<file path="src/rtl/lsag_pkg.sv">
package lsag_pkg;

  typedef enum logic [2:0] {
    AM_AR         = 3'd0,
    AM_AR_ADD_GR  = 3'd1,
    AM_GR         = 3'd2,
    AM_AR_GR      = 3'd3,
    AM_AR_INC     = 3'd4,
    AM_AR_DEC     = 3'd5,
    AM_ARGR_INC   = 3'd6,
    AM_ARGR_DEC   = 3'd7
  } addr_mode_e;

  typedef enum logic [1:0] {
    UPD_NONE   = 2'd0,
    UPD_ADD_GR = 2'd1,
    UPD_ADD_SZ = 2'd2,
    UPD_SUB_SZ = 2'd3
  } ar_upd_e;

  typedef struct packed {
    logic    use_ar;
    logic    use_gr;
    ar_upd_e upd;
  } mode_ctl_t;

endpackage

</file>
<file path="src/rtl/lsag_mode_decode.sv">
module lsag_mode_decode
  import lsag_pkg::*;
(
  input  addr_mode_e mode_i,
  output mode_ctl_t  ctl_o
);

  always_comb begin
    ctl_o = '{use_ar: 1'b1, use_gr: 1'b0, upd: UPD_NONE};
    unique case (mode_i)
      AM_AR:        ctl_o = '{use_ar: 1'b1, use_gr: 1'b0, upd: UPD_NONE};
      AM_AR_ADD_GR: ctl_o = '{use_ar: 1'b1, use_gr: 1'b0, upd: UPD_ADD_GR};
      AM_GR:        ctl_o = '{use_ar: 1'b0, use_gr: 1'b1, upd: UPD_NONE};
      AM_AR_GR:     ctl_o = '{use_ar: 1'b1, use_gr: 1'b1, upd: UPD_NONE};
      AM_AR_INC:    ctl_o = '{use_ar: 1'b1, use_gr: 1'b0, upd: UPD_ADD_SZ};
      AM_AR_DEC:    ctl_o = '{use_ar: 1'b1, use_gr: 1'b0, upd: UPD_SUB_SZ};
      AM_ARGR_INC:  ctl_o = '{use_ar: 1'b1, use_gr: 1'b1, upd: UPD_ADD_SZ};
      AM_ARGR_DEC:  ctl_o = '{use_ar: 1'b1, use_gr: 1'b1, upd: UPD_SUB_SZ};
      default:      ctl_o = '{use_ar: 1'b1, use_gr: 1'b0, upd: UPD_NONE};
    endcase
  end

endmodule

</file>
<file path="src/rtl/lsag_disp_scale.sv">
module lsag_disp_scale #(
  parameter int AR_W      = 37,
  parameter int DISP_W    = 5,
  parameter int SZ_W      = 3,
  parameter int MAX_SHIFT = 4
) (
  input  logic [DISP_W-1:0] disp_i,
  input  logic [SZ_W-1:0]   size_i,
  output logic [AR_W-1:0]   disp_bytes_o,
  output logic [AR_W-1:0]   elem_bytes_o
);

  localparam int EXT_W = AR_W - DISP_W;
  localparam int NSH   = MAX_SHIFT + 1;

  logic [AR_W-1:0] disp_ext;
  logic [SZ_W-1:0] shamt;
  logic [AR_W-1:0] cand  [NSH];
  logic [AR_W-1:0] ecand [NSH];

  assign disp_ext = {{EXT_W{disp_i[DISP_W-1]}}, disp_i};
  assign shamt    = (size_i > SZ_W'(MAX_SHIFT)) ? SZ_W'(MAX_SHIFT) : size_i;

  for (genvar g = 0; g < NSH; g++) begin : g_shift
    assign cand[g]  = disp_ext << g;
    assign ecand[g] = AR_W'(1) << g;
  end

  always_comb begin
    disp_bytes_o = cand[0];
    elem_bytes_o = ecand[0];
    for (int k = 1; k < NSH; k++) begin
      if (shamt == SZ_W'(k)) begin
        disp_bytes_o = cand[k];
        elem_bytes_o = ecand[k];
      end
    end
  end

endmodule

</file>
<file path="src/rtl/lsag_ar_update.sv">
module lsag_ar_update
  import lsag_pkg::*;
#(
  parameter int AR_W = 37
) (
  input  logic [AR_W-1:0] ar_i,
  input  logic [AR_W-1:0] gr_lo_i,
  input  logic [AR_W-1:0] elem_bytes_i,
  input  ar_upd_e         upd_i,
  output logic [AR_W-1:0] ar_new_o
);

  always_comb begin
    unique case (upd_i)
      UPD_ADD_GR: ar_new_o = ar_i + gr_lo_i;
      UPD_ADD_SZ: ar_new_o = ar_i + elem_bytes_i;
      UPD_SUB_SZ: ar_new_o = ar_i - elem_bytes_i;
      default:    ar_new_o = ar_i;
    endcase
  end

endmodule

</file>
<file path="src/rtl/lsag_offset_gen.sv">
module lsag_offset_gen
  import lsag_pkg::*;
#(
  parameter int AR_W      = 37,
  parameter int GR_W      = 64,
  parameter int DISP_W    = 5,
  parameter int SZ_W      = 3,
  parameter int MAX_SHIFT = 4
) (
  input  logic              clk_i,
  input  logic              rst_ni,
  input  logic              req_i,
  input  logic [2:0]        mode_i,
  input  logic [AR_W-1:0]   ar_i,
  input  logic [GR_W-1:0]   gr_i,
  input  logic [DISP_W-1:0] disp_i,
  input  logic [SZ_W-1:0]   size_i,
  output logic [AR_W-1:0]   eff_off_o,
  output logic [AR_W-1:0]   ar_next_o,
  output logic              ar_we_o
);

  mode_ctl_t       ctl;
  logic [AR_W-1:0] gr_lo;
  logic [AR_W-1:0] disp_bytes;
  logic [AR_W-1:0] elem_bytes;
  logic [AR_W-1:0] ar_new;
  logic [AR_W-1:0] base;
  logic [AR_W-1:0] eff_off_d;
  logic [AR_W-1:0] ar_next_d;
  logic            ar_we_d;
  logic            unused_gr_hi;

  assign gr_lo        = gr_i[AR_W-1:0];
  assign unused_gr_hi = ^gr_i[GR_W-1:AR_W];

  lsag_mode_decode u_dec (
    .mode_i (addr_mode_e'(mode_i)),
    .ctl_o  (ctl)
  );

  lsag_disp_scale #(
    .AR_W      (AR_W),
    .DISP_W    (DISP_W),
    .SZ_W      (SZ_W),
    .MAX_SHIFT (MAX_SHIFT)
  ) u_scale (
    .disp_i       (disp_i),
    .size_i       (size_i),
    .disp_bytes_o (disp_bytes),
    .elem_bytes_o (elem_bytes)
  );

  lsag_ar_update #(
    .AR_W (AR_W)
  ) u_upd (
    .ar_i         (ar_i),
    .gr_lo_i      (gr_lo),
    .elem_bytes_i (elem_bytes),
    .upd_i        (ctl.upd),
    .ar_new_o     (ar_new)
  );

  // Next-state logic
  always_comb begin
    base      = (ctl.use_ar ? ar_i : '0) + (ctl.use_gr ? gr_lo : '0);
    eff_off_d = base + disp_bytes;
    ar_we_d   = req_i && (ctl.upd != UPD_NONE);
    ar_next_d = ar_new;
  end

  // Result registers, clock-enabled by the request
  always_ff @(posedge clk_i or negedge rst_ni) begin
    if (!rst_ni) begin
      eff_off_o <= '0;
      ar_next_o <= '0;
    end else if (req_i) begin
      eff_off_o <= eff_off_d;
      ar_next_o <= ar_next_d;
    end
  end

  always_ff @(posedge clk_i or negedge rst_ni) begin
    if (!rst_ni) ar_we_o <= 1'b0;
    else         ar_we_o <= ar_we_d;
  end

endmodule

</file>
<file path="config.mk">
export PLATFORM = sky130hd
export DESIGN_NAME = lsag_offset_gen
export DESIGN_NICKNAME = d
export VERILOG_FILES = /design/src/rtl/lsag_pkg.sv /design/src/rtl/lsag_mode_decode.sv /design/src/rtl/lsag_disp_scale.sv /design/src/rtl/lsag_ar_update.sv /design/src/rtl/lsag_offset_gen.sv
export SDC_FILE = /design/constraint.sdc
export NUM_CORES = 1
export LEC_CHECK = 0
export BUFFER_PORTS_ARGS = -buffer_cell sky130_fd_sc_hd__clkbuf_2
export CORE_AREA = 8 8 172 239
export DETAILED_ROUTE_END_ITERATION = 12
export DIE_AREA = 0 0 180 247
export GPL_TIMING_DRIVEN = 0
export MAX_ROUTING_LAYER = met4
export PLACE_DENSITY = 0.45
export SYNTH_ARGS = -nofsm -noshare
export SYNTH_HDL_FRONTEND = slang
export SYNTH_SLANG_ARGS = --single-unit
</file>
<file path="constraint.sdc">
create_clock -name clk_i -period 2.04 [get_ports clk_i]
set_input_delay 0.306 -clock clk_i [delete_from_list [all_inputs] [get_ports clk_i]]
set_output_delay 0.306 -clock clk_i [all_outputs]
set_load 0.03 [all_outputs]
</file>
Yosys cells after proc, flatten, opt, wreduce, memory -nomap -nowiden:

Memories as Yosys holds them, arrays and structs flattened.
Index checks and enable logic that the tools add are counted.

* RAM bits: 0
* ROM bits: 32
* bits of input ports: 115
* memories: 1
* output and inout bits: 75
* logic and storage cells: 31
* bits in latches: 0
* register bits after elaboration: 75

Memory list
* (no name shown): depth 8, width 4, read ports 1, clocked after Yosys merged registers in 0, write ports 0, line lsag_mode_decode.sv:10 `unique case (mode_i)`

* mux-type cells: 12
* bitwise logic cells: 0
* multipliers: 0
* shift operators: 0
* divide/modulo/power cells: 0
* equal/unequal tests: 7
* order comparisons: 1
* add/subtract/negate cells: 5
* reduce and logical (&&, ||, !) cells: 2

Operators with widths (number)
* 2-to-1 mux 37 bit: 5
* adder 37 bit: 4
* case mux 37 bit (3 select lines): 1
* subtractor 37 bit: 1
* 2-to-1 mux 8 bit: 1
* 2-to-1 mux 7 bit: 1
* equality test 3 x 2 -> 1 bit (second input constant): 2
* 2-to-1 mux 6 bit: 1
* 2-to-1 mux 5 bit: 1
* equality test 2 bit (second input constant): 2
* equality test 3 x 1 -> 1 bit (second input constant): 1
* equality test 3 bit (second input constant): 1
* > comparator 3 bit (second input constant): 1
* 2-to-1 mux 3 bit: 1
* equality test 2 x 1 -> 1 bit (second input constant): 1
* 2-to-1 mux 2 bit: 1
* nonzero test 2 bit: 1
* logical AND 1 bit: 1

Logic depth before layout (Yosys ltp):

Gate-level depths: netlist of the first run.

* depth in word-level cells: 9
* gate-level depth with buffers: 20
* mapped depth without buffers: 18

Modules after synthesis:

From an unflattened synthesis of the first run, not the netlist that was laid out.

* cell total of the unflattened synthesis: 1388
* area total of the unflattened synthesis: 11036.8 sq um

By module, submodules not included
* lsag_offset_gen: area an instance 6025.8 sq um, cells an instance 595, instances 1, seq. area each 1876.8 sq um
* lsag_ar_update: area an instance 4280.4 sq um, cells an instance 693, instances 1, seq. area each 0.0 sq um
* lsag_disp_scale: area an instance 696.9 sq um, cells an instance 95, instances 1, seq. area each 0.0 sq um
* lsag_mode_decode: area an instance 33.8 sq um, cells an instance 5, instances 1, seq. area each 0.0 sq um

Worst setup path after synthesis of the first run:

Ideal clock, no wire load.

* path type: input -> register
* start point: in mode_i[0]
* end point: reg eff_off_o[25]
* stages on the path: 17
* arrival time: 4502 ps
* path buffers: 3
* path slack: -2587 ps
* setup time: 125 ps
* data required time: 1915 ps
* cell sequence: clkbuf_1 > or3_1 > clkbuf_1 > clkbuf_1 > and2_1 > fa_1 > ha_1 > fa_1 > a2111oi_4 > nor4_1 > o31a_1 > a311o_1 > a21oi_2 > a21oi_2 > a21bo_2 > xor2_1 > mux2_2

* cells in the longest elaborated chain, start to end: 4
* elaborated cells on any way between the ends: 5
* those cells by class: add/sub (2); mux (2); memory (1)

RTL lines
* start, declared: line lsag_offset_gen.sv:13 `input logic [2:0] mode_i,`
* memory (8 x 4 bit) *
* 2-to-1 mux 37 bit: line lsag_offset_gen.sv:66 `base = (ctl.use_ar ? ar_i : '0) + (ctl.use_gr ? gr_lo : '0);`
* adder 37 bit *: line lsag_offset_gen.sv:66
* adder 37 bit *: line lsag_offset_gen.sv:67 `eff_off_d = base + disp_bytes;`
* end signal, assigned: line lsag_offset_gen.sv:78 `eff_off_o <= eff_off_d;`
* end, declared: line lsag_offset_gen.sv:18 `output logic [AR_W-1:0] eff_off_o,`

Every way passes the cells marked *; elsewhere a longest branch is shown, timed or not.
A chain may end at the register's enable or synchronous reset.

Worst setup path in the final report of the first run:

* start point: in mode_i[1]
* end point: reg eff_off_o[25]

Same word-level chain as after synthesis.

==> impl_metrics.json, run 1 <==
{
  "ys_types": 73,
  "synth_top_area_cell": "dfrtp_1",
  "ys_top_cells_by_area": "dfrtp_1 (20%), ha_1 (9.9%), fa_1 (8.2%), a21oi_1 (6.6%), xnor2_1 (5.2%)",
  "setup-violations-final": 67,
  "die_area_um2": 44500,
  "route.detailed.drc": 0,
  "syn_inst": 1134,
  "clock_path_buffers": 2,
  "m1WireLength_um": 16900,
  "die_width_um": 180,
  "gp_congestion": 0.895,
  "routed-wl-met3_um": 1940,
  "htree_levels": 3,
  "dr.max_layer_used": "met4",
  "multi_input_area_um2": 8600,
  "grt_pass1_wl_um": 60100,
  "ys_warn_count": 0,
  "peakVddDrop_v": 0.000415,
  "synth_ff_type": "dfrtp_1",
  "fin_util_pct": 37.3,
  "tightest_slew_ns": 1.06,
  "avgSynthCellArea_um2": 8.14,
  "antenna_found_initial": 5,
  "holdWs_ns": 0.222,
  "syn_area_um2": 9230,
  "port_buffers": 158,
  "slew_violations": 0,
  "vias": 9643,
  "r2r.worst_path.cells": 2,
  "end_kind": "register",
  "dr_wl_met2_um": 20000,
  "start_util_pct": 24.7,
  "p_leak_nw": 5.99,
  "post_drt_wl_per_cell_um": 21.2,
  "synth.top_cell.area_share_pct": 20.3,
  "drt-pass1-iter-count": 5,
  "power_mw": 10.8,
  "pin_count": 190,
  "rows": 84,
  "r2r_slack_ns": 1.03,
  "area_growth_pct": 50.7,
  "max_freq_mhz": 243,
  "numCtsBuffers": 9,
  "hold_depth": 3,
  "cp_data_arrival_time_ns": 4.37,
  "hold_violations": 0,
  "drtAntennaViolNets": 0,
  "fin_crit_ns": 4.11,
  "yosysSeqAreaShare_pct": 20.3,
  "violations": "setup timing",
  "grt_max_degree": 48,
  "cp.required_ns": 2.30,
  "viasPerCell": 5.09,
  "synth_edf_count": 0,
  "max-cap-violations": 0,
  "first_iter_violations": 411,
  "clock_skew_ns": 0,
  "status": "complete, but fails checks",
  "synthArstFlopShare_pct": 100,
  "maxSlewHeadroom_pct": 29.6,
  "fillers": 3898,
  "totalWireLength_um": 40200,
  "crit_type": "input pin to register",
  "cts_root_buf": "clkbuf_16",
  "path_max_fanout": 4,
  "clk_pin_slew_worst_paths_ns": 0.07,
  "clkSinkCount": 75,
  "rsz0062_at_grt": "yes",
  "overflow": 0,
  "fin_crit_sh_pct": 201,
  "synth_seq_cells": 75,
  "grtUsageTotal_pct": 18.3,
  "drive_gt1_share_pct": 40.9,
  "powerDensity_nw_per_um2": 780,
  "fin_ws_ns": -2.07,
  "min_path_type": "input pin to register",
  "worst_skew_pair.late_latency_ns": 0.38,
  "die_h_um": 247,
  "hpwl_um": 31900,
  "core-area_um2": 37300,
  "seqCellArea_um2": 1880,
  "grt_pass1_vias": 10200,
  "layout.nets": 1638,
  "cts_tree": "done",
  "syn_nets": 1360,
  "startpoint_type": "input pin"
}
==> sequential cells by signal (all words and copies together), names as in the netlist <==
name,count
ar_we_o,1
eff_off_o,37
ar_next_o,37
==> power breakdown <==
group | leakage (nW) | internal, mW | total (mW) | switching (mW)
Sequential | 0.874 | 1.95 | 2.20 | 0.250
Clock | 0.165 | 1.19 | 1.96 | 0.771
Combinational | 4.95 | 2.80 | 6.67 | 3.87
Total | 5.99 | 5.95 | 10.8 | 4.89
==> synth_stat cells, types with 22 or more instances <==
library cell,n
a21oi_1,122
nand2_1,96
nor2_1,88
dfrtp_1,75
ha_1,73
and2_1,63
clkbuf_1,55
xnor2_1,55
a21o_1,43
fa_1,38
inv_1,35
xor2_1,33
mux2_2,29
o21ai_1,27
o21ai_0,26
nor3_1,25
nand3_1,24
a31oi_1,22
==> cell usage in the layout (no fill, tap or decap), types with 18 or more instances in the layout <==
master | Yosys | final
a21oi_1 | 122 | 86
o21ai_0 | 26 | 18
clkbuf_1 | 55 | 18
nand3_1 | 24 | 21
nor2_1 | 88 | 81
buf_6 | 0 | 41
fa_1 | 38 | 34
nand4_1 | 18 | 18
xor2_1 | 33 | 22
nand2_1 | 96 | 76
o21ai_1 | 27 | 19
clkbuf_2 | 0 | 160
dfrtp_1 | 75 | 75
and2_1 | 63 | 57
a21o_1 | 43 | 43
buf_4 | 0 | 82
ha_4 | 0 | 25
inv_1 | 35 | 24
and3_1 | 21 | 18
ha_1 | 73 | 42
xnor2_1 | 55 | 40
a21oi_2 | 2 | 29
nor3_1 | 25 | 18
==> cells by family (layout without fill, tap and decap cells) <==
group	count (synthesis)	in the layout	synth area share [%]
other	0	6	0
DFF	75	75	20.3
buffers and inverters	96	379	3.93
xor gates and xnor gates	88	88	8.35
and+or+nand+nor	396	396	21.7
adders and majority gates	111	111	18.1
AOI/OAI and AO/OA	329	329	22.8
muxes	39	39	4.76
==> repair_timing <==
action	in CTS	in global routing
endpoints found under the hold margin	28	0
endpoints found under the setup margin	72	72
gates resized for setup	207	134
hold buffers	1	0
pin swaps	127	114
setup buffers	82	40
==> metal layers <==
layer  track usage [%]  vias to the layer above
li1                  -                     4625
met1              20.2                     4713
met4              7.25                        0
met3              4.07                       57
met5                 -                        -
met2              31.8                      248
==> critical path, cell delays in order <==
cell and delay, ns:
clkbuf_16 0.12, clkinvlp_4 0.09, or3_4 0.42, clkbuf_16 0.17, and2_4 0.16, fa_2 0.43
ha_4 0.18, fa_2 0.37, a2111oi_4 0.35, nor4_2 0.08, o31a_1 0.27, a311o_1 0.38
a21oi_2 0.23, a21oi_4 0.13, a21bo_4 0.28, xor2_1 0.14, mux2_4 0.26
==> final timing paths <==
path                                 endpoint           from
worst min register to register  eff_off_o[17]  eff_off_o[17]
max in group asynchronous        eff_off_o[4]         rst_ni
worst max-delay path            eff_off_o[25]      mode_i[1]
worst max register to register  eff_off_o[31]  eff_off_o[31]
worst min-delay path            ar_next_o[32]       ar_i[32]
min in group asynchronous       ar_next_o[25]         rst_ni
==> layout make-up <==
cell class / instances / share of cell area [%]
Multi-Input combinational cell: 963 / 61.8
Timing Repair Buffer: 278 / 14.1
Sequential cell: 75 / 13.5
Tap cell: 473 / 4.26
Buffer: 50 / 2.71
Clock buffer: 9 / 1.62
Inverter: 35 / 1.04
Clock inverter: 7 / 0.837
Antenna cell: 6 / 0.108
==> metrics by stage <==
step | setup TNS (ns) | worst slack [ns] | std cells | area (µm²)
global route | -104.39 | -2.16 | 1895 | 13900
finish | -97.06 | -2.07 | 1896 | 13900
floorplan | -96.75 | -2.33 | 1134 | 9730
global placement | -174.19 | -3.02 | 1765 | 11100
CTS | -97.42 | -2.11 | 1860 | 13200
detailed placement | -151.46 | -3.03 | 1766 | 11100
Note: power is estimated with default switching activity, not from simulation.
==> inputs of run 2 (changes only) <==
- SETUP_SLACK_MARGIN: not set -> 0.4
==> impl_metrics.json, run 2 (same netlist as run 1, synthesis figures left out) <==
{
  "path_max_fanout": 4,
  "drt-pass1-iter-count": 7,
  "end_kind": "register",
  "vias": 9837,
  "post_dp_cell_area_um2": 11200,
  "grt_util_met3_pct": 4.22,
  "first_iter_violations": 500,
  "dp_cells": 1766,
  "max_freq_mhz": 241,
  "grt-busiest-layer": "met2",
  "fin_crit_sh_pct": 203,
  "startpoint_type": "input pin",
  "rows": 84,
  "core-area_um2": 37300,
  "gp_congestion": 0.928,
  "min_path_type": "input pin to register",
  "grt_pass1_vias": 10300,
  "totalWireLength_um": 40800,
  "status": "complete, but fails checks",
  "route.detailed.drc": 0,
  "seqCellArea_um2": 1880,
  "hold_depth": 3,
  "cts_root_buf": "clkbuf_16",
  "fin_util_pct": 37.8,
  "clock_skew_ns": 0,
  "maxSlewHeadroom_pct": 33.6,
  "min_from": "ar_i[32]",
  "reg_top3": "ar_next_o x37, eff_off_o x37, ar_we_o x1",
  "final_cell_mix": "clkbuf_2 (162), buf_4 (93), a21oi_1 (82), nor2_1 (80), nand2_1 (76)",
  "viasPerCell": 5.13,
  "tightest_slew_ns": 0.996,
  "clk_pin_slew_worst_paths_ns": 0.07,
  "peakVddDrop_v": 0.000408,
  "fillers": 3869,
  "grt_pass1_wl_um": 60800,
  "clock_path_buffers": 2,
  "slew_violations": 0,
  "area_growth_pct": 52.7,
  "clkSinkCount": 75,
  "die_h_um": 247,
  "max-cap-violations": 0,
  "fin_crit_ns": 4.14,
  "met2_usage_pct": 32.4,
  "antenna_found_initial": 7,
  "min_to": "ar_next_o[32]",
  "setup-violations-final": 67,
  "fin_ws_ns": -2.10,
  "holdWs_ns": 0.228,
  "die_area_um2": 44500,
  "drtAntennaViolNets": 0,
  "port_buffers": 158,
  "post_drt_wl_per_cell_um": 21.3,
  "die_width_um": 180,
  "final_area_um2": 14100,
  "grt_max_degree": 48,
  "powerDensity_nw_per_um2": 752,
  "drive_gt1_share_pct": 42.3,
  "pin_count": 190,
  "htree_levels": 3,
  "worst_skew_pair.late_latency_ns": 0.38,
  "cts_tree": "done",
  "reg2reg_from": "eff_off_o[31]",
  "r2r.worst_path.cells": 2,
  "hold_violations": 0,
  "final_cells": 1919,
  "rr_endpoint": "eff_off_o[31]",
  "r2r_slack_ns": 1.10,
  "overflow": 0,
  "cp.required_ns": 2.30,
  "start_util_pct": 24.7,
  "grt_use_met1_pct": 20.6,
  "rsz0062_at_grt": "yes",
  "violations": "setup timing",
  "cp_data_arrival_time_ns": 4.41,
  "multi_input_area_um2": 8590,
  "crit_type": "input pin to register",
  "p_leak_nw": 6.10,
  "numCtsBuffers": 9,
  "hpwl_um": 31700,
  "layout.nets": 1660,
  "crit_path_start": "mode_i[1]",
  "final_common_cell": "clkbuf_2",
  "grtUsageTotal_pct": 18.6
}
==> run 2: cell types whose count changed in the layout (fill, tap and decap cells not counted), moves of 4 or more <==
cell and delta:
nand2_4 -4, nor3_2 +4, a21oi_1 -4, nand2_2 +5, buf_4 +11, nor3_1 -4
clkbuf_8 +7
==> run 2: cell type report <==
class                   count  share of cell area, %
clock buffers              10                   1.70
diodes                      7                  0.124
multi-input cells         963                   60.9
clock inverters             6                  0.293
repair buffers            289                   14.4
flip-flops and latches     75                   13.3
inverters                  35                   1.08
plain buffers              61                   3.96
well taps                 473                   4.20
==> run 2: layer usage <==
metal | vias to the layer above | share of wire (%)
li1 | 4689 | -
met1 | 4870 | 42
met2 | 228 | 51
met3 | 50 | 4.6
met4 | 0 | 2.7
met5 | - | 0
==> run 2: how the worst max path moves through the flow <==
stage | to | depth (start not counted)
2_1_floorplan | eff_off_o[25] | 17
3_3_place_gp | eff_off_o[25] | 15
3_5_place_dp | eff_off_o[25] | 15
4_1_cts | eff_off_o[27] | 19
5_1_grt | eff_off_o[35] | 19
6_report | eff_off_o[25] | 18
==> run 2: critical path: stages <==
cell	delay (ns)
clkbuf_16	0.12
clkinvlp_4	0.07
or3_4	0.37
buf_8	0.14
clkbuf_16	0.13
and2_4	0.15
fa_2	0.43
ha_4	0.18
fa_2	0.37
a2111oi_4	0.41
nor4_2	0.09
o31a_1	0.27
a311o_1	0.32
a21oi_2	0.23
a21oi_4	0.12
a21bo_4	0.27
xor2_1	0.14
mux2_4	0.26
==> run 2: power by group <==
part	internal [mW]	switching (mW)	total, mW
Combinational	2.85	3.92	6.77
Sequential	1.95	0.254	2.21
Clock	0.853	0.758	1.61
Total	5.66	4.93	10.6
==> run 2: timing repair <==
item                                   CTS  global route
resized for setup                      232           123
pin swaps                              139           115
hold buffers                             1             0
endpoints found under the hold margin   28             0
setup endpoints to repair               74            74
buffers inserted                        88            41
==> run 2: metrics by stage <==
step,TNS [ns],power [mW],setup slack [ns]
after global placement,-172.95,7.66,-3.02
final,-104.96,10.6,-2.10
after floorplan,-96.73,5.98,-2.33
after CTS,-97.46,10.3,-2.06
after global routing,-113.29,11.3,-2.23
after detailed placement,-150.74,7.69,-3.02
==> inputs of run 3 (changes only) <==
- CORE_AREA: 8 8 172 239 -> 4 4 127 177
- DIE_AREA: 0 0 180 247 -> 0 0 131 181
- PLACE_DENSITY: 0.45 -> 0.69
==> impl_metrics.json, run 3 (same netlist as run 1, synthesis figures left out) <==
{
  "status": "complete, but fails checks",
  "violations": "setup timing",
  "cts_root_buf": "clkbuf_16",
  "min_path_type": "input pin to register",
  "rsz0062_at_grt": "yes",
  "grt_max_degree": 41,
  "rows": 63,
  "die_area_um2": 23700,
  "end_kind": "register",
  "worst_skew_pair.late_latency_ns": 0.36,
  "drt-pass1-iter-count": 6,
  "route.detailed.drc": 0,
  "slew_violations": 0,
  "peakVddDrop_v": 0.000448,
  "fin_crit_ns": 4.36,
  "viasPerCell": 6.15,
  "overflow": 0,
  "powerDensity_nw_per_um2": 797,
  "p_leak_nw": 6.31,
  "crit_type": "input pin to register",
  "hold_violations": 0,
  "gp_congestion": 0.954,
  "grt_pass1_vias": 10500,
  "fin_crit_sh_pct": 214,
  "cp.required_ns": 2.28,
  "final_common_cell": "clkbuf_2",
  "fin_ws_ns": -2.32,
  "port_buffers": 158,
  "post_dp_cell_area_um2": 10900,
  "path_max_fanout": 3,
  "final_cell_mix": "clkbuf_2 (159), buf_4 (101), a21oi_1 (83), nor2_1 (81), nand2_1 (79)",
  "core-area_um2": 21000,
  "hpwl_um": 27100,
  "fin_setup_tns_ns": -109.57,
  "tightest_slew_ns": 1.14,
  "max-cap-violations": 0,
  "drtAntennaViolNets": 0,
  "antenna_found_initial": 0,
  "vias": 10600,
  "clock_skew_ns": 0,
  "drive_gt1_share_pct": 42.3,
  "clock_path_buffers": 2,
  "clkSinkCount": 75,
  "n_antenna_cell": 0,
  "max_freq_mhz": 229,
  "die_width_um": 131,
  "setup-violations-final": 71,
  "fillers": 1577,
  "post_drt_wl_per_cell_um": 22.7,
  "totalWireLength_um": 39200,
  "first_iter_violations": 732,
  "numCtsBuffers": 9,
  "reg_top3": "ar_next_o x37, eff_off_o x37, ar_we_o x1",
  "layout.nets": 1684,
  "final_area_um2": 14200,
  "maxSlewHeadroom_pct": 23.3,
  "fin_util_pct": 67.4,
  "pin_count": 190,
  "htree_levels": 3,
  "grtUsageTotal_pct": 32.0,
  "clk_pin_slew_worst_paths_ns": 0.06,
  "cts_tree": "done",
  "startpoint_type": "input pin",
  "power_mw": 11.3,
  "start_util_pct": 43.8,
  "grt_pass1_wl_um": 56900,
  "cp_data_arrival_time_ns": 4.60,
  "area_growth_pct": 53.7,
  "die_h_um": 181
}
run 3: cell types whose count changed in the layout (fill, tap and decap cells not counted), sizes merged:
cell / change
buf: +25
diode: -7
bufinv: +4
clkinvlp: -3
clkinv: -2
clkbuf: -1
inv: +1
run 3: layout make-up:
| cell class | count | area, µm² | share of cell area, % |
|---|---|---|---|
| Buffer | 61 | 532 | 3.75 |
| Tap cell | 260 | 325 | 2.29 |
| Sequential cell | 75 | 1880 | 13.2 |
| Clock buffer | 10 | 229 | 1.61 |
| Inverter | 35 | 159 | 1.12 |
| Multi-Input combinational cell | 963 | 8600 | 60.6 |
| Clock inverter | 6 | 136 | 0.962 |
| Timing Repair Buffer | 313 | 2320 | 16.4 |
run 3: timing repair:
| item | in CTS | in global routing |
|---|---|---|
| hold endpoints to repair | 31 | 0 |
| resized for setup | 231 | 144 |
| endpoints found under the setup margin | 73 | 74 |
| hold buffers | 1 | 0 |
| pin swaps | 105 | 120 |
| buffers inserted | 91 | 61 |
| gates cloned | 1 | 0 |
run 3: worst paths after layout:
check,end,from,depth (start not counted),slack (ns)
worst max-delay path,eff_off_o[21],mode_i[0],18,-2.32
worst min register to register,eff_off_o[4],eff_off_o[4],1,0.49
max in group asynchronous,ar_next_o[19],rst_ni,3,0.88
worst min-delay path,ar_next_o[18],ar_i[18],3,0.21
worst max register to register,eff_off_o[31],eff_off_o[31],2,1.11
min in group asynchronous,eff_off_o[4],rst_ni,2,0.52
run 3: worst max-delay path: stages:
cell       delay, ns
clkbuf_16       0.12
or3_4           0.39
buf_8           0.14
clkbuf_16       0.14
and2_4          0.17
fa_2            0.49
ha_4            0.18
fa_2            0.38
a2111oi_4       0.40
nor4_4          0.10
o31a_1          0.32
a311o_2         0.47
buf_6           0.15
a211oi_4        0.22
o21ai_1         0.09
a21oi_1         0.19
xnor2_1         0.09
mux2_4          0.26
run 3: through the flow:
stage	hold WS (ns)	std cells	worst slack, ns
after floorplan	0.0104	1134	-2.33
after global placement	0.474	1552	-3.31
after detailed placement	0.363	1553	-3.36
after CTS	0.217	1662	-2.30
after global routing	0.238	1723	-2.34
final	0.214	1723	-2.32
run 3: power by group:
| group | leakage [nW] | switching (mW) | internal [mW] |
|---|---|---|---|
| clock network | 0.173 | 0.758 | 1.33 |
| logic | 5.26 | 3.97 | 3.01 |
| registers | 0.874 | 0.282 | 1.95 |
run 3: metal layers:
| layer | up-vias | share of wire, % | track usage (%) |
|---|---|---|---|
| met1 | 5100 | 37 | 36.5 |
| met5 | - | 0 | - |
| li1 | 4731 | - | - |
| met4 | 0 | 7.4 | 19.3 |
| met2 | 565 | 49 | 52.0 |
| met3 | 198 | 7.2 | 4.79 |
